`src/rtl/capchan_pkg.sv`:
```
package capchan_pkg;
  // Strobes from the control half to the datapath half
  typedef struct packed {
    logic edgeNow;  // selected filtered edge in this cycle
    logic capNow;   // edge that survives the divider
  } capStrobe_t;
endpackage

```
`src/rtl/capchan_ctrl.sv`:
```
module capchan_ctrl
  import capchan_pkg::*;
#(
  parameter int FILT_W      = 3,
  parameter int PSC_W       = 2,
  parameter int SYNC_STAGES = 2
) (
  input  logic              clk,
  input  logic              rstN,
  input  logic              pinIn,
  input  logic [FILT_W-1:0] filtLen,
  input  logic              polSel,
  input  logic [PSC_W-1:0]  pscSel,
  input  logic              chanEn,
  output capStrobe_t        strb,
  output logic              trigPulse
);
  localparam int PCNT_W = (1 << PSC_W) - 1;

  // Synchronizer chain
  logic [SYNC_STAGES-1:0] syncQ;
  genvar g;
  generate
    for (g = 0; g < SYNC_STAGES; g++) begin : gSync
      if (g == 0) begin : gFirst
        always_ff @(posedge clk or negedge rstN)
          if (!rstN) syncQ[g] <= 1'b0;
          else       syncQ[g] <= pinIn;
      end else begin : gRest
        always_ff @(posedge clk or negedge rstN)
          if (!rstN) syncQ[g] <= 1'b0;
          else       syncQ[g] <= syncQ[g-1];
      end
    end
  endgenerate

  logic sampled;
  assign sampled = syncQ[SYNC_STAGES-1];

  // Run-length filter
  logic              filtLvl;
  logic [FILT_W-1:0] runCnt;
  logic              differs, flip;

  assign differs = (sampled != filtLvl);
  assign flip    = differs && (runCnt == filtLen);

  always_ff @(posedge clk or negedge rstN) begin
    if (!rstN) begin
      filtLvl <= 1'b0;
      runCnt  <= '0;
    end else if (!differs || flip) begin
      runCnt  <= '0;
      if (flip) filtLvl <= sampled;
    end else begin
      runCnt  <= runCnt + 1'b1;
    end
  end

  // Edge select: new level 1 with polSel 0, new level 0 with polSel 1
  logic edgeNow;
  assign edgeNow = flip && chanEn && (sampled ^ polSel);

  // Capture divider
  logic [PCNT_W-1:0] psCnt, termCnt;
  always_comb begin
    termCnt = '0;
    for (int i = 0; i < PCNT_W; i++) termCnt[i] = (i < int'(pscSel));
  end

  logic capNow;
  assign capNow = edgeNow && (psCnt == termCnt);

  always_ff @(posedge clk or negedge rstN) begin
    if (!rstN)         psCnt <= '0;
    else if (!chanEn)  psCnt <= '0;
    else if (edgeNow)  psCnt <= capNow ? '0 : psCnt + 1'b1;
  end

  always_ff @(posedge clk or negedge rstN)
    if (!rstN) trigPulse <= 1'b0;
    else       trigPulse <= edgeNow;

  assign strb.edgeNow = edgeNow;
  assign strb.capNow  = capNow;
endmodule

```
`src/rtl/capchan_datapath.sv`:
```
module capchan_datapath
  import capchan_pkg::*;
#(
  parameter int CNT_W = 16
) (
  input  logic             clk,
  input  logic             rstN,
  input  capStrobe_t       strb,
  input  logic [CNT_W-1:0] cntVal,
  input  logic             flagClr,
  input  logic             capRead,
  output logic [CNT_W-1:0] capReg,
  output logic             capFlag,
  output logic             ovrFlag
);
  always_ff @(posedge clk or negedge rstN) begin
    if (!rstN) begin
      capReg  <= '0;
      capFlag <= 1'b0;
      ovrFlag <= 1'b0;
    end else begin
      if (strb.capNow) capReg <= cntVal;

      if (strb.capNow)              capFlag <= 1'b1;
      else if (flagClr || capRead)  capFlag <= 1'b0;

      if (strb.capNow && capFlag)   ovrFlag <= 1'b1;
      else if (flagClr)             ovrFlag <= 1'b0;
    end
  end
endmodule

```
`src/rtl/capchan_top.sv`:
```
module capchan_top
  import capchan_pkg::*;
#(
  parameter int CNT_W  = 16,
  parameter int FILT_W = 3,
  parameter int PSC_W  = 2
) (
  input  logic              clk,
  input  logic              rstN,
  input  logic              pinIn,
  input  logic [CNT_W-1:0]  cntVal,
  input  logic [FILT_W-1:0] filtLen,
  input  logic              polSel,
  input  logic [PSC_W-1:0]  pscSel,
  input  logic              chanEn,
  input  logic              flagClr,
  input  logic              capRead,
  output logic [CNT_W-1:0]  capReg,
  output logic              capFlag,
  output logic              ovrFlag,
  output logic              trigPulse
);
  capStrobe_t strb;

  capchan_ctrl #(.FILT_W(FILT_W), .PSC_W(PSC_W), .SYNC_STAGES(2)) ctrl_i (
    .clk(clk), .rstN(rstN), .pinIn(pinIn), .filtLen(filtLen), .polSel(polSel),
    .pscSel(pscSel), .chanEn(chanEn), .strb(strb), .trigPulse(trigPulse)
  );

  capchan_datapath #(.CNT_W(CNT_W)) dp_i (
    .clk(clk), .rstN(rstN), .strb(strb), .cntVal(cntVal), .flagClr(flagClr),
    .capRead(capRead), .capReg(capReg), .capFlag(capFlag), .ovrFlag(ovrFlag)
  );
endmodule

```
`config.mk`:
```
export PLATFORM = sky130hd
export DESIGN_NAME = capchan_top
export DESIGN_NICKNAME = d
export VERILOG_FILES = /design/src/rtl/capchan_pkg.sv /design/src/rtl/capchan_ctrl.sv /design/src/rtl/capchan_datapath.sv /design/src/rtl/capchan_top.sv
export SDC_FILE = /design/constraint.sdc
export NUM_CORES = 1
export LEC_CHECK = 0
export CAP_MARGIN = 15
export CELL_PAD_IN_SITES_DETAIL_PLACEMENT = 0
export CELL_PAD_IN_SITES_GLOBAL_PLACEMENT = 1
export CORE_ASPECT_RATIO = 1.2
export CORE_MARGIN = 2
export CORE_UTILIZATION = 43
export DETAILED_ROUTE_END_ITERATION = 8
export DONT_BUFFER_PORTS = 1
export PLACE_DENSITY_LB_ADDON = 0.1
export SLEW_MARGIN = 30
export SYNTH_ARGS = -nofsm -noshare
export SYNTH_HDL_FRONTEND = slang
export SYNTH_HIERARCHICAL = 1
export SYNTH_SLANG_ARGS = --single-unit
```
`constraint.sdc`:
```
create_clock -name clk -period 2.3 [get_ports clk]
set_clock_uncertainty 0.2 [all_clocks]
set_input_delay 0.23 -clock clk [delete_from_list [all_inputs] [get_ports clk]]
set_output_delay 0.23 -clock clk [all_outputs]
set_load 0.02 [all_outputs]
```
# After elaboration in Yosys (flattened, before gate mapping)
# Cells that the tools add are included.
# W data, S select, Z words.
dict set report totals {
  ff_bits 28
  out_inout_bits 19
}
dict set report op_classes {
  muxes 8
  addsub 2
  magnitude_cmp 3
  bitwise 1
  n_reduce_logical 11
  n_eq_ne 4
}
# cell n
set op_table {}
lappend op_table {{$mux W3} 4}
lappend op_table {{$add A3 B1 Y3 const B} 2}
lappend op_table {{$eq A3 B3 Y1} 2}
lappend op_table {{$logic_and A1 B1 Y1} 5}
lappend op_table {{$lt A1 B2 Y1 const A} 2}
lappend op_table {{$mux W1} 4}
lappend op_table {{$reduce_bool A2 Y1} 2}
lappend op_table {{$logic_or A1 B1 Y1} 2}
lappend op_table {{$lt A2 B2 Y1 const A} 1}
lappend op_table {{$ne A2 B1 Y1 const B} 1}
lappend op_table {{$reduce_and A2 Y1} 1}
lappend op_table {{$logic_not A1 Y1} 1}
lappend op_table {{$ne A1 B1 Y1} 1}
lappend op_table {{$xor A1 B1 Y1} 1}

# Longest topological paths before layout
dict set report depth {
  depth_word 8
  ltp_mapped 9
  depth_no_buf 6
}

# By module
# The synthesis kept the hierarchy.
# mod n_inst cells_per_inst area_per_inst_um2
set by_module_without_submodules {}
lappend by_module_without_submodules {capchan_datapath 1 41 716.9}
lappend by_module_without_submodules {capchan_ctrl 1 49 533.0}

# Least setup slack after synthesis
# Ideal clock, no wire load.
dict set report synth_timing {
  path_type {register to register}
  startpoint {reg ctrl_i.psCnt[0]}
  endpoint {reg dp_i.capReg[10]}
  slack_ns 0.126
  stages_incl_launch_ff 8
  required_time_ns 1.975
  arrival_ns 1.849
  n_path_buf 3
  setup_ns 0.125
  cell_sequence {dfrtp_1 -> or4_1 -> a21o_1 -> a21boi_1 -> buf_4 -> buf_6 -> buf_12 -> mux2_4}
}
dict set report synth_between {
  elab_chain_cells 2
}
# element line_no
set synth_rtl {}
lappend synth_rtl {{from (decl)} capchan_ctrl.sv:65} ;# logic [PCNT_W-1:0] psCnt, termCnt;
lappend synth_rtl {{from (signal assigned)} capchan_ctrl.sv:77} ;# else if (edgeNow) psCnt <= capNow ? '0 : psCnt + 1'b1;
lappend synth_rtl {{$eq A3 B3 Y1} capchan_ctrl.sv:72} ;# assign capNow = edgeNow && (psCnt == termCnt);
lappend synth_rtl {{$logic_and A1 B1 Y1} capchan_ctrl.sv:72}
lappend synth_rtl {{named net ctrl_i.capNow} capchan_ctrl.sv:71} ;# logic capNow;
lappend synth_rtl {{to (signal assigned)} capchan_datapath.sv:22} ;# if (strb.capNow) capReg <= cntVal;
lappend synth_rtl {{to (decl)} capchan_datapath.sv:12} ;# output logic [CNT_W-1:0] capReg,
# The timed path passes the listed nets, and every way through them passes these cells.
# A chain may end at the register's enable or synchronous reset.

==> key figures <==
Run status
  • Status: complete, no violations

Timing
  • Total negative slack for setup checks: 0 ns
  • Worst slack on hold paths: between 0.05 and 0.06 ns
  • Max Transition Viols Final: 0
  • Post-route fraction of the period consumed by the critical path: 0.920
  • Final Setup Violations: 0
  • Unrepaired setup endpoints after global routing: false
  • Worst slew pin tran: ~0.27 ns
  • Relative slew slack: 0.817
  • Min Clock Period, post-route: approximately 2.1 ns
  • Maximum clock frequency: between 400 and 500 MHz
  • Count of endpoints failing hold in the final timing report: 0

Flow run
  • Maximum capacitance violations: 0

Worst hold path
  • WHS Path Cells: 3
  • Worst hold path endpoint: ctrl_i/psCnt[2]
  • Class of the most critical hold timing path: in2reg
  • Startpoint of the lowest-slack hold path: pscSel[0]

Detailed routing
  • Remaining routing DRC violations: 0
  • Drt total wl: about 2.1 mm
  • Average wire per standard cell: approximately 14 um
  • Detailed Route Iter0 Violations: 15
  • Antenna-violating nets left: 0
  • Via-per-instance ratio: between 5 and 6
  • Vias after detailed routing: roughly 790
  • Total iterations of the first detailed-routing run: 4

Die
  • Number of top-level pins: 47
  • Cell Rows: 21
  • Core area: between 0.002 and 0.003 mm2
  • Initial core utilization: 0.446
  • Die extent in x: 53.1 um
  • Die area: 0.00334 mm2
  • Die height: 62.9 um

Power
  • Combinational fraction of design power: 0.199
  • Net switching share of the total power: 0.314
  • Flop pwr share: 0.619
  • Part of the power in the clock network: 0.181
  • Total net switching power: approximately 0.39 mW
  • Cell Int Power: 0.858 mW
  • Worst VDD drop: just over 500 uV
  • Final Power: about 1.3 mW
  • PwrDens: ~800 mW/mm2
  • Static leakage power: approximately 0.74 nW

Critical path
  • Internal reg-to-reg setup slack: ~0.18 ns
  • Max Fanout on Critical Path: 18
  • Critical Path Source Type: register
  • Worst path arrival time: between 2 and 2.5 ns
  • Setup Crit Path Kind: reg2reg
  • Cell depth of the worst flop-to-flop path: 5
  • First element of the critical path: ctrl_i/psCnt[1]
  • Cells along the critical path: or4_1, a21o_1, a21boi_2, buf_12, mux2_2
  • FF-to-FF End: dp_i/capReg[0]
  • Slowest library cell on the worst path: dfrtp_1
  • Largest incremental delay on the critical path: 0.45 ns
  • Required time at the endpoint of the critical path: 2.31 ns
  • Start of the worst register-to-register path: ctrl_i/psCnt[1]
  • Kind of end point of the critical path: register

Place
  • Input/output buffers: 0
  • Sum of net half-perimeters after detailed placement: roughly 1.5 mm
  • Placed cell areas: around 0.0013 mm2
  • RePlAce Congestion: 0.730

Finish
  • Share of post-route cells with drive strength above 1: 0.265
  • Number of fillers in the final layout: 250
  • Post-layout net count: 148
  • Area of all placed cells without fillers: approximately 0.0016 mm2
  • Number of diodes added for antenna fixing: 0
  • Area overhead of the layout relative to synthesis: 26.1%

Logic synthesis
  • Number of nets in the synthesized netlist: 119
  • Syn. warnings: 6
  • Average size of a mapped cell: about 14 um2
  • Cell Area, Synth: between 0.001 and 0.0015 mm2
  • Instance count of the mapped netlist: slightly below 90

Clock network
  • Clock buffer count from CTS: 3
  • Clock insertion delay at the later pin of the skew report: 0.31 ns
  • Clk Tree Root Cell: clkbuf_4
  • Clock Tree Buf Depth: 2
  • Total of cells resized after clock tree synthesis: 0
  • Max H-tree Level: 1
  • Clock slew at the register clock pins of the worst setup and hold paths: 0.13 ns
  • TritonCTS clock tree: built
  • Clk sink count: 28

Global routing
  • Antenna violations before repair: 0
  • Via count of the first global-routing pass: 775
  • Wire length of the first global-routing pass: ~3.6 mm
  • Remaining global-route overflow: 0
  • Largest net degree at the start of global routing: 29
  • Total GRT Usage: 0.145
## final cells by class
| cell class | instances | area (um2) | share of cell area |
|---|---|---|---|
| Inverter | 1 | 3.75 | 0.00240 |
| Timing Repair Buffer | 27 | 280 | 0.179 |
| Tap cell | 34 | 42.5 | 0.0272 |
| Sequential cell | 28 | 701 | 0.447 |
| Clock buffer | 4 | 36.3 | 0.0232 |
| Multi-Input combinational cell | 57 | 503 | 0.321 |
## power by group through the flow
stage / sequential, mW / clock (mW) / combinational (mW)
global placement: 0.787 / 0 / 0.197
finish: 0.775 / 0.227 / 0.249
floorplan: 0.767 / 0 / 0.175
global route: 0.789 / 0.263 / 0.276
detailed placement: 0.790 / 0 / 0.201
CTS: 0.779 / 0.239 / 0.247
## what timing repair did
item,in CTS,in global routing
setup endpoints to repair,0,8
setup buffers,0,3
hold buffers,22,0
hold endpoints to repair,51,0
## cell usage in the layout (no fill, tap or decap), drive strengths merged, types with 2 or more instances in the layout
| cell | n |
|---|---|
| ha | 2 |
| nand2 | 6 |
| clkbuf | 4 |
| o211ai | 2 |
| o22ai | 2 |
| mux2 | 17 |
| buf | 6 |
| xnor2 | 4 |
| dlygate4sd3 | 21 |
| a21o | 2 |
| and3 | 2 |
| and3b | 2 |
| nor2 | 4 |
| dfrtp | 28 |
| nand3 | 3 |
## through the flow
stage	util	setup WS (ns)	instances
2_1_floorplan	-	0.126	89
3_3_place_gp	0.459	0.183	122
3_5_place_dp	0.459	0.149	122
4_1_cts	0.554	0.118	148
5_1_grt	0.562	0.0487	151
6_report	0.562	0.183	151
## registers in the layout, indices dropped and copies added, names as in the netlist
| name | count |
|---|---|
| dp_i/capReg | 16 |
| ctrl_i/psCnt | 3 |
| ctrl_i/runCnt | 3 |
| ctrl_i/filtLvl | 1 |
| ctrl_i/sampled | 1 |
| ctrl_i/syncQ | 1 |
| ctrl_i/trigPulse | 1 |
| dp_i/capFlag | 1 |
| dp_i/ovrFlag | 1 |
## worst max-delay path by stage
stage               depth (start not counted)         endpoint  slack [ns]
floorplan                                   7  dp_i/capReg[10]        0.13
global placement                            6  dp_i/capReg[14]        0.18
detailed placement                          6   dp_i/capReg[0]        0.15
CTS                                         6   dp_i/capReg[0]        0.12
global route                                6   dp_i/capReg[0]        0.05
finish                                      5   dp_i/capReg[0]        0.18
## layer usage
metal,track usage,routed length [um],vias to the layer above,part of all wire
li1,-,-,369,-
met1,0.172,810,395,0.38
met2,0.242,1160,25,0.55
met3,0.0383,135,2,0.064
met4,0.0577,19,0,0.0090
met5,0,0,-,0
## worst max-delay path, delay by kind of cell (launching register included)
kind / cells / cell delay, ns
flops: 1 / 0.45
compound gates: 2 / 0.41
simple gates: 1 / 0.41
mux: 1 / 0.35
buf+inv: 1 / 0.19
Note: power is estimated with default switching activity, not from simulation.
